--- config.mk ---
export PLATFORM = sky130hd
export DESIGN_NAME = tod_bcd_core
export DESIGN_NICKNAME = d
export VERILOG_FILES = /design/src/rtl/tod_pkg.sv /design/src/rtl/tod_digit_pair.sv /design/src/rtl/tod_adv_ctrl.sv /design/src/rtl/tod_bcd_core.sv
export SDC_FILE = /design/constraint.sdc
export NUM_CORES = 1
export LEC_CHECK = 0
export BUFFER_PORTS_ARGS = -buffer_cell sky130_fd_sc_hd__clkbuf_2
export CORE_MARGIN = 10
export CORE_UTILIZATION = 36
export DETAILED_ROUTE_END_ITERATION = 7
export GPL_ROUTABILITY_DRIVEN = 1
export GPL_TIMING_DRIVEN = 1
export PLACE_DENSITY = 0.63
export SLEW_MARGIN = 0
export SYNTH_ARGS = -nofsm -noshare
export SYNTH_HDL_FRONTEND = slang
export SYNTH_SLANG_ARGS = --single-unit
export TNS_END_PERCENT = 30
--- constraint.sdc ---
create_clock -name clk -period 4.07 [get_ports clk]
set_input_delay 0.6105 -clock clk [delete_from_list [all_inputs] [get_ports clk]]
set_output_delay 0.6105 -clock clk [all_outputs]
set_load 0.1 [all_outputs]
--- src/rtl/tod_pkg.sv ---
package tod_pkg;
  localparam int DIGIT_W = 4;
  localparam int NUM_FIELDS = 3;
  typedef logic [DIGIT_W-1:0] bcd_t;
  typedef struct packed {
    bcd_t tens;
    bcd_t ones;
  } bcd_pair_t;
endpackage

--- src/rtl/tod_digit_pair.sv ---
module tod_digit_pair
  import tod_pkg::*;
#(
  parameter int MODULUS = 60
) (
  input  logic      clk,
  input  logic      rst,
  input  logic      clr,
  input  logic      adv,
  output bcd_pair_t val,
  output logic      at_top
);
  localparam int TOP   = MODULUS - 1;
  localparam bcd_t TOP_T = DIGIT_W'(TOP / 10);
  localparam bcd_t TOP_O = DIGIT_W'(TOP % 10);
  localparam bcd_t NINE  = DIGIT_W'(9);

  logic wrap_all;
  logic ones_wrap;

  // A wrap also covers any value above the top, so a field that somehow
  // holds an illegal value returns to zero on its next advance.
  always_comb begin
    at_top    = (val.tens == TOP_T) && (val.ones == TOP_O);
    wrap_all  = (val.tens > TOP_T) || ((val.tens == TOP_T) && (val.ones >= TOP_O));
    ones_wrap = (val.ones >= NINE);
  end

  always_ff @(posedge clk) begin
    if (rst || clr) begin
      val <= '0;
    end else if (adv) begin
      if (wrap_all) begin
        val <= '0;
      end else if (ones_wrap) begin
        val.ones <= '0;
        val.tens <= val.tens + 1'b1;
      end else begin
        val.ones <= val.ones + 1'b1;
      end
    end
  end
endmodule

--- src/rtl/tod_adv_ctrl.sv ---
module tod_adv_ctrl
  import tod_pkg::*;
(
  input  logic                  sec_tick,
  input  logic                  set_tick,
  input  logic                  hr_set,
  input  logic                  min_set,
  input  logic                  clr,
  input  logic                  hold,
  input  logic [NUM_FIELDS-1:0] top,
  output logic [NUM_FIELDS-1:0] adv
);
  logic run;
  logic sec_wrap;
  logic min_wrap;

  // Field 0 is seconds, field 1 is minutes, field 2 is hours.
  always_comb begin
    run      = !clr && !hold;
    adv[0]   = run && sec_tick;
    sec_wrap = adv[0] && top[0];
    adv[1]   = run && (min_set ? set_tick : sec_wrap);
    min_wrap = adv[1] && top[1] && !min_set;
    adv[2]   = run && (hr_set ? set_tick : min_wrap);
  end
endmodule

--- src/rtl/tod_bcd_core.sv ---
module tod_bcd_core
  import tod_pkg::*;
#(
  parameter int SEC_MOD = 60,
  parameter int MIN_MOD = 60,
  parameter int HR_MOD  = 24
) (
  input  logic               clk,
  input  logic               rst,
  input  logic               sec_tick,
  input  logic               set_tick,
  input  logic               hr_set,
  input  logic               min_set,
  input  logic               clr,
  input  logic               hold,
  output logic [DIGIT_W-1:0] hr_tens,
  output logic [DIGIT_W-1:0] hr_ones,
  output logic [DIGIT_W-1:0] min_tens,
  output logic [DIGIT_W-1:0] min_ones,
  output logic [DIGIT_W-1:0] sec_tens,
  output logic [DIGIT_W-1:0] sec_ones
);
  localparam int FIELD_MOD [NUM_FIELDS] = '{SEC_MOD, MIN_MOD, HR_MOD};

  logic [NUM_FIELDS-1:0] adv;
  logic [NUM_FIELDS-1:0] top;
  bcd_pair_t             field [NUM_FIELDS];

  tod_adv_ctrl u_ctrl (
    .sec_tick (sec_tick),
    .set_tick (set_tick),
    .hr_set   (hr_set),
    .min_set  (min_set),
    .clr      (clr),
    .hold     (hold),
    .top      (top),
    .adv      (adv)
  );

  for (genvar i = 0; i < NUM_FIELDS; i++) begin : g_field
    tod_digit_pair #(.MODULUS(FIELD_MOD[i])) u_pair (
      .clk    (clk),
      .rst    (rst),
      .clr    (clr),
      .adv    (adv[i]),
      .val    (field[i]),
      .at_top (top[i])
    );
  end

  assign sec_tens = field[0].tens;
  assign sec_ones = field[0].ones;
  assign min_tens = field[1].tens;
  assign min_ones = field[1].ones;
  assign hr_tens  = field[2].tens;
  assign hr_ones  = field[2].ones;
endmodule

==> metrics <==
result of the run=complete, no violations; clk_lat worst skew=between 200 and 300 ps; count of buffers inserted at the top-level ports=31; Die Area=0.007200 mm^2; RSZ-0062 raised after global routing=false; Layout Cells excl Fill=~250; required time of the critical path=4240 ps; total cell area at the placement stage=0.001708 mm^2; number of vias in the routed layout=1315; post-cts repair resize count=0; RePlAce Congestion=0.7926; static leakage=0.6937 nW; R2R Path End=g_field[1].u_pair.val[6]; maximum fanout along the worst path=9; Nets=roughly 230; Inst Count DP=around 250; largest family of logic cells by synthesized area=simple AND/OR/NAND/NOR gates; P per Cell Area=243.1 mW/mm^2; Slew Viols, Final=0; cts-stage hold buffer count=0; wire per inst=13.87 um; Cell Rows=23; endpoints failing hold=0; mean instance size in the synthesized netlist=8.906 um^2; worst slew margin relative to its limit=55.47%; r2r worst-path depth=6; core footprint=0.004029 mm^2; proportion of layout cells with a drive suffix above 1=25.87%; max reg flops=24; dominant register cell in the synthesized netlist=sky130_fd_sc_hd__dfxtp_1; worst ir drop on vdd=roughly 0.09 mV; Inserted Clock Buffers=3; post-detailed-route count of antenna-violating nets=0; count of unique library cells instantiated by Yosys=just under 50; total number of yosys warnings=0; DP Wirelength=around 2700 um; Critical Path Source Type=register; Layout Area Growth over Synthesis=16.45%; measured slew at the worst slew-check pin=665.5 ps; height of the chip=between 80 and 90 um; TritonCTS sink count=24; setup slack on the worst flop-to-flop path=2130 ps; max capacitance violation total=0; synthesized net count=195; worst hold path type=reg2reg; Max Fclk=515.1 MHz; number of H-tree levels=1; first-pass GRT wire length=~5800 um; number of fill cells in the layout=417; Chip Width=84.85 um; Post-CTS Setup Bufs=0; setup clock skew after layout=about 0.75 ps; Final TNS setup=0 ps; Critical path destination=g_field[1].u_pair.val[6]; simple logic cell fraction of the synthesized area=28.51%; final critical path time including I/O delays and setup=about 1900 ps; largest reg by FF count=g_field.u_pair.val; vias in the first global route=1291; Synth area leaders=sky130_fd_sc_hd__dfxtp_1 32%, sky130_fd_sc_hd__ha_1 14%, sky130_fd_sc_hd__inv_1 3.5%; Max clock buf depth=2; synthesized-area fraction occupied by ao, oa, aoi and oai cells=17.60%; Non-Filler Cell Area, Final=roughly 0.0018 mm^2; worst hold margin=slightly above 500 ps; cells after synthesis=170; startpoint of the worst register-to-register path=g_field[0].u_pair.val[4]; area share of the largest cell type after synthesis=31.74%; initial cell density of the core=37.58%; xor/xnor cell area share of the yosys netlist=1.736%; multiplexer fraction of the synthesized cell area=1.322%; Worst Setup SP=g_field[0].u_pair.val[4]; area leader, netlist=sky130_fd_sc_hd__dfxtp_1; total of flip-flops plus latches after synthesis=24; start-to-end type of the worst setup path=reg2reg; Post-Syn Area=0.001514 mm^2; count of antenna diodes in the layout=0; boundary pin count=32; clock-pin slew on the worst setup and hold paths=90 ps; drt total wl=roughly 3500 um; total grt overflow=0; maximum number of pins on one net before global-route repair=21; FFs w/ async S/R, synth=0%; largest registers=g_field.u_pair.val (24); endpoint arrival time on the critical path=about 2100 ps; root buffer cell=sky130_fd_sc_hd__clkbuf_8; number of antenna violations at the first check in global routing=0; number of violations reported at the end of detailed-routing iteration 0=50; First-pass DRT Iterations=4; number of vias per cell=between 5 and 6; synthesized-area fraction occupied by adder cells=14.05%; CTS tree=yes; Final Cycle Share=47.70%; global-route usage over all layers=9.443%; count of flip-flops with a built-in enable after synthesis=0; Final setup viols=0; total DRC errors in the routed layout=0; Critical Path Sink Type=register; proportion of synthesized chip area in sequential cells=31.74%
-- synthesized netlist by cell type (2+ instances only) --
library cell and instances:
sky130_fd_sc_hd__a41oi_1 2, sky130_fd_sc_hd__or2_2 2, sky130_fd_sc_hd__nand4_1 5, sky130_fd_sc_hd__and4bb_2 3, sky130_fd_sc_hd__clkbuf_1 2, sky130_fd_sc_hd__dfxtp_1 24
sky130_fd_sc_hd__nand4b_1 2, sky130_fd_sc_hd__or3_1 2, sky130_fd_sc_hd__o31ai_1 3, sky130_fd_sc_hd__nand3_1 6, sky130_fd_sc_hd__ha_1 17, sky130_fd_sc_hd__mux2i_1 2
sky130_fd_sc_hd__nor3_1 8, sky130_fd_sc_hd__nand2b_1 5, sky130_fd_sc_hd__a21oi_1 10, sky130_fd_sc_hd__xor2_1 2, sky130_fd_sc_hd__nand2_1 13, sky130_fd_sc_hd__a21boi_0 2
sky130_fd_sc_hd__inv_1 14, sky130_fd_sc_hd__nor2_1 13, sky130_fd_sc_hd__o21a_1 2, sky130_fd_sc_hd__o21ai_0 4
-- final cells by class --
class	instances	area, um^2	area share (%)
multi-input combinational	128	957.2	54.29
timing repair buffer	31	155.1	8.801
inverter	14	52.55	2.981
sequential	24	480.5	27.25
tap	50	62.56	3.549
clock buffer	4	55.05	3.123
-- report_power, final --
group | total (mW) | leakage (nW) | internal [mW] | switching, mW
Clock | 0.165 | 0.0288 | 0.0864 | 0.0784
Sequential | 0.236 | 0.193 | 0.235 | 0.000904
Combinational | 0.0277 | 0.472 | 0.00839 | 0.0193
Total | 0.428 | 0.694 | 0.330 | 0.0986
-- cell families after synthesis --
family / Yosys count
DFF: 24
and+or+nand+nor: 71
adders and majority gates: 17
xor gates and xnor gates: 3
AOI/OAI and AO/OA: 35
buffers and inverters: 18
muxes: 2
-- worst min-delay path by stage --
stage	from	endpoint	slack (ps)	cells past startpoint
finish	g_field[2].u_pair.val[6]	g_field[2].u_pair.val[6]	500	2
CTS	g_field[2].u_pair.val[6]	g_field[2].u_pair.val[6]	510	2
detailed placement	g_field[2].u_pair.val[6]	g_field[2].u_pair.val[6]	500	2
global placement	g_field[2].u_pair.val[6]	g_field[2].u_pair.val[6]	490	2
global route	g_field[2].u_pair.val[6]	g_field[2].u_pair.val[6]	560	2
floorplan	hold	g_field[1].u_pair.val[3]	810	2
-- placed cells by master (no fill, tap or decap), drive strengths merged, types with 5 or more instances in the layout --
master	Yosys	final
nor3	9	9
a21oi	11	11
nand2b	5	5
clkbuf	2	35
nand4	5	5
dfxtp	24	24
ha	17	17
inv	14	14
nand3	7	7
nor2	13	13
o21ai	5	5
nand2	13	13
-- metrics by stage --
step | util (%) | worst slack (ps) | power (mW)
after CTS | 43.76 | 2113 | 0.4339
after detailed placement | 42.39 | 1977 | 0.2694
final | 43.76 | 2129 | 0.4285
after global placement | 42.39 | 1994 | 0.2690
after floorplan | - | 1584 | 0.2609
after global routing | 43.76 | 1986 | 0.4464
-- routing by layer --
layer | vias to the layer above | global-route usage [%] | wire (um)
met5 | - | 0 | 0
met4 | 0 | 4.042 | 43
met3 | 2 | 2.772 | 221
met2 | 24 | 15.17 | 1591
met1 | 618 | 11.42 | 1624
li1 | 671 | - | -
-- critical path, stage by stage (launching register included) --
cell and delay (ps):
sky130_fd_sc_hd__dfxtp_1 460, sky130_fd_sc_hd__ha_1 240, sky130_fd_sc_hd__and3b_2 220, sky130_fd_sc_hd__a32oi_2 150, sky130_fd_sc_hd__nor4_4 480, sky130_fd_sc_hd__a21oi_2 90, sky130_fd_sc_hd__a31o_1 190
Power figures use the tool's default switching activity.
